$ cat src/rtl/ovf_req_unit.sv
module ovf_req_unit #(
  parameter int DATA_W = 32,
  parameter int ADDR_W = 3,
  parameter int EVT_N  = 3
) (
  input  logic              clk,
  input  logic              rst_n,
  input  logic [EVT_N-1:0]  ovf_evt,
  input  logic              ovf_cyc,
  input  logic [ADDR_W-1:0] bus_addr,
  input  logic              bus_wr,
  input  logic [DATA_W-1:0] bus_wdata,
  output logic [DATA_W-1:0] bus_rdata,
  output logic              rst_req_n,
  output logic              dbg_req
);
  localparam int PAD_W = DATA_W - 1 - EVT_N;
  localparam logic [DATA_W-1:0] MASK = {1'b1, {PAD_W{1'b0}}, {EVT_N{1'b1}}};
  localparam logic [ADDR_W-1:0] A_RST_SET = ADDR_W'(0);
  localparam logic [ADDR_W-1:0] A_RST_CLR = ADDR_W'(1);
  localparam logic [ADDR_W-1:0] A_DBG_SET = ADDR_W'(2);
  localparam logic [ADDR_W-1:0] A_DBG_CLR = ADDR_W'(3);
  localparam logic [ADDR_W-1:0] A_STS     = ADDR_W'(4);

  logic [DATA_W-1:0] rst_en_q, dbg_en_q, sts_q;
  logic [DATA_W-1:0] rst_en_d, dbg_en_d, sts_d;
  logic [DATA_W-1:0] src_v, wmask;

  assign src_v = {ovf_cyc, {PAD_W{1'b0}}, ovf_evt};
  assign wmask = bus_wdata & MASK;

  always_comb begin
    rst_en_d = rst_en_q;
    dbg_en_d = dbg_en_q;
    sts_d    = sts_q;
    if (bus_wr) begin
      case (bus_addr)
        A_RST_SET: rst_en_d = rst_en_q | wmask;
        A_RST_CLR: rst_en_d = rst_en_q & ~wmask;
        A_DBG_SET: dbg_en_d = dbg_en_q | wmask;
        A_DBG_CLR: dbg_en_d = dbg_en_q & ~wmask;
        A_STS:     sts_d    = sts_q & ~wmask;
        default: ;
      endcase
    end
    sts_d = sts_d | src_v;
  end

  always_comb begin
    case (bus_addr)
      A_RST_SET, A_RST_CLR: bus_rdata = rst_en_q;
      A_DBG_SET, A_DBG_CLR: bus_rdata = dbg_en_q;
      A_STS:                bus_rdata = sts_q;
      default:              bus_rdata = '0;
    endcase
  end

  always_ff @(posedge clk or negedge rst_n) begin
    if (!rst_n) begin
      rst_en_q  <= '0;
      dbg_en_q  <= '0;
      sts_q     <= '0;
      rst_req_n <= 1'b1;
      dbg_req   <= 1'b0;
    end else begin
      rst_en_q  <= rst_en_d;
      dbg_en_q  <= dbg_en_d;
      sts_q     <= sts_d;
      rst_req_n <= ~|(rst_en_d & sts_d);
      dbg_req   <= |(dbg_en_d & sts_d);
    end
  end
endmodule


$ cat config.mk
export PLATFORM = sky130hd
export DESIGN_NAME = ovf_req_unit
export DESIGN_NICKNAME = d
export VERILOG_FILES = /design/src/rtl/ovf_req_unit.sv
export SDC_FILE = /design/constraint.sdc
export NUM_CORES = 1
export LEC_CHECK = 0
export ABC_AREA = 1
export BUFFER_PORTS_ARGS = -buffer_cell sky130_fd_sc_hd__buf_2
export CORE_MARGIN = 1
export CORE_UTILIZATION = 40
export CTS_CLUSTER_DIAMETER = 80
export DETAILED_ROUTE_END_ITERATION = 12
export PLACE_DENSITY = 0.8
export SETUP_SLACK_MARGIN = 0.05
export SYNTH_ARGS = -nofsm -noshare
export SYNTH_HDL_FRONTEND = slang
export SYNTH_SLANG_ARGS = --single-unit
$ cat constraint.sdc
create_clock -name clk -period 1.3 [get_ports clk]
set_clock_uncertainty 0.05 [all_clocks]
set_input_delay 0.26 -clock clk [delete_from_list [all_inputs] [get_ports clk]]
set_output_delay 0.26 -clock clk [all_outputs]
set_load 0.05 [all_outputs]
==> flow_metrics.env <==
export IMPL_vias=919
export IMPL_r2r_end="rst_req_n"
export IMPL_tns_ps=-106
export IMPL_grt_pass1_wl_um=3820
export IMPL_violations="negative setup slack"
export IMPL_hpwl_um=1590
export IMPL_hp_start="ovf_evt[0]"
export IMPL_rrSetupSlack_ps=300
export IMPL_ys_ff_latch=14
export IMPL_avgSynthCellArea_um2=7.17
export IMPL_io_pins=76
export IMPL_mostFrequentLayoutCells="nand2_1, conb_1, dfrtp_1, buf_4, buf_2"
export IMPL_critPathKind="input pin to output pin"
export IMPL_cts_buffers_inserted=3
export IMPL_outcome="finished, violations left"
export IMPL_overflow=0
export IMPL_dieArea_um2=2770
export IMPL_rsz0062_at_grt="true"
export IMPL_cts_sinks=14
export IMPL_cp_start_kind="input pin"
export IMPL_synth_seq_area_share=0.343
export IMPL_drv_cap=0
export IMPL_power_density_nw_per_um2=1150
export IMPL_wl_per_cell_um=11.0
export IMPL_die_width_um=52.6
export IMPL_layout_commonest_cell="nand2_1"
export IMPL_wl_met1_um=959
export IMPL_crit_path_end_kind="output pin"
export IMPL_routed_wl_um=2270
export IMPL_netlist_instances=143
export IMPL_tritoncts="done"
export IMPL_viasPerCell=4.46
export IMPL_finalPower_mw=1.60
export IMPL_clk_pin_slew_ps=80
export IMPL_coreArea_um2=2320
export IMPL_first_pass_iters=4
export IMPL_finalCritPeriodShare=1.03
export IMPL_gp_congestion=0.792
export IMPL_r2r_cells=6
export IMPL_rows=17
export IMPL_drive_gt1_frac=0.404
export IMPL_area_delta_synth_final_pct=35.0
export IMPL_diodes=0
export IMPL_finalSetupViolCount=4
export IMPL_cts_path_max_buffers=2
export IMPL_fin_crit_ps=1340
export IMPL_fillers=198
export IMPL_whs_path_depth=3
export IMPL_cp_max_fo=4
export IMPL_arrival_ps=1030
export IMPL_hold_class="input pin to register"
export IMPL_antenna_found_initial=0
export IMPL_r2r_start="sts_q[0]"
export IMPL_grt_pass1_vias=887
export IMPL_ant_nets=0
export IMPL_port_buffers=19
export IMPL_slew_violations=0
export IMPL_synth_cell_types=15
export IMPL_top_layer="met4"
export IMPL_drcViolationCount=0
export IMPL_worstPathRequired_ps=990
export IMPL_hold_viol=0
export IMPL_fin_ws_ps=-37.0
export IMPL_first_iter_violations=20
export IMPL_yosys_warnings=0
export IMPL_whs_endpoint="sts_q[0]"
export IMPL_synth_largest_area_cell="dfrtp_1"
export IMPL_wl_met2_um=1150
export IMPL_worstSkewPairLatency_ps=280
export IMPL_fmax_ghz=0.748
export IMPL_grt_max_degree=15
export IMPL_wl_met3_um=125
export IMPL_ir_drop_mv=0.609
export IMPL_synthesis_area_um2=1020
export IMPL_nets=221
export IMPL_track_usage=0.192
export IMPL_leakage_nw=0.785
export IMPL_yosys_top_cells_area="dfrtp_1, buf_4, nand2_1"
export IMPL_start_util=0.442
export IMPL_die_height_um=52.6
export IMPL_cts_root_buf="clkbuf_4"
export IMPL_yosysTopAreaCellShare=0.317
export IMPL_h_tree_depth=1
-- per-layer routing --
metal,GRT usage,vias up
met1,0.250,416
met4,0.0789,0
li1,-,456
met3,0.0261,4
met5,0,-
met2,0.314,43
-- registers in the layout, summed over array words and instances, names as in the netlist --
register,flops
dbg_en_q,4
dbg_req,1
rst_en_q,4
rst_req_n,1
sts_q,4
-- worst max-delay path, cell delays in order --
cell     delay [ps]
buf_8           100
nor2_4          140
nand2_2          90
nand2_4         150
nand2_4          80
nand3_4          60
buf_8           140
-- power by group --
part	switching, mW	leakage, nW	total, mW	internal [mW]
registers	0.0572	0.151	0.566	0.509
logic	0.505	0.613	0.721	0.216
clock network	0.138	0.0210	0.309	0.170
-- how the worst max path moves through the flow --
stage                    to  depth (start not counted)        start
2_1_floorplan  bus_rdata[0]                          6  bus_addr[1]
3_5_place_dp   bus_rdata[0]                          7  bus_addr[2]
5_1_grt        bus_rdata[1]                          3  dbg_en_q[1]
3_3_place_gp   bus_rdata[0]                          7  bus_addr[2]
6_report       bus_rdata[2]                          7  bus_addr[1]
4_1_cts        bus_rdata[0]                          3  dbg_en_q[0]
-- cells by family (layout without fill, tap and decap cells) --
| group | count (synthesis) | count (layout) | share of synthesized area |
|---|---|---|---|
| compound gates | 2 | 2 | 0.00977 |
| buf+inv | 44 | 52 | 0.275 |
| flops | 14 | 14 | 0.343 |
| other cells | 1 | 28 | 0.00366 |
| simple gates | 82 | 82 | 0.369 |
-- cells in the mapped netlist, drive strengths merged --
| library cell | number |
|---|---|
| dfstp | 1 |
| dfrtp | 13 |
| nor2 | 4 |
| o21ai | 2 |
| nand2 | 58 |
| nor3 | 1 |
| nand3 | 19 |
| conb | 1 |
| inv | 14 |
| buf | 30 |
-- metrics by stage --
step	worst slack, ps	std cells	utilization	instance area, um2	hold slack (ps)
after global routing	-71.2	206	0.597	1380	155
after CTS	-11.1	205	0.582	1350	142
after floorplan	39.2	170	-	1180	-85.6
after detailed placement	-158	199	0.505	1170	121
after global placement	-158	199	0.505	1170	119
final	-37.0	206	0.597	1380	147
-- timing repair --
action                                 CTS  global route
gates resized for setup                 34             7
setup buffers                            1             1
endpoints found under the hold margin   13             0
pin swaps                               12             7
hold buffers                             1             0
setup endpoints to repair                5             5
-- layout make-up --
| type | instances | area [um2] | share of cell area |
|---|---|---|---|
| clock buffers | 4 | 36.3 | 0.0262 |
| inverters | 14 | 55.1 | 0.0398 |
| multi-input cells | 112 | 626 | 0.452 |
| flip-flops and latches | 14 | 352 | 0.254 |
| well taps | 28 | 35.0 | 0.0253 |
| repair buffers | 34 | 280 | 0.203 |
Power figures use the tool's default switching activity.
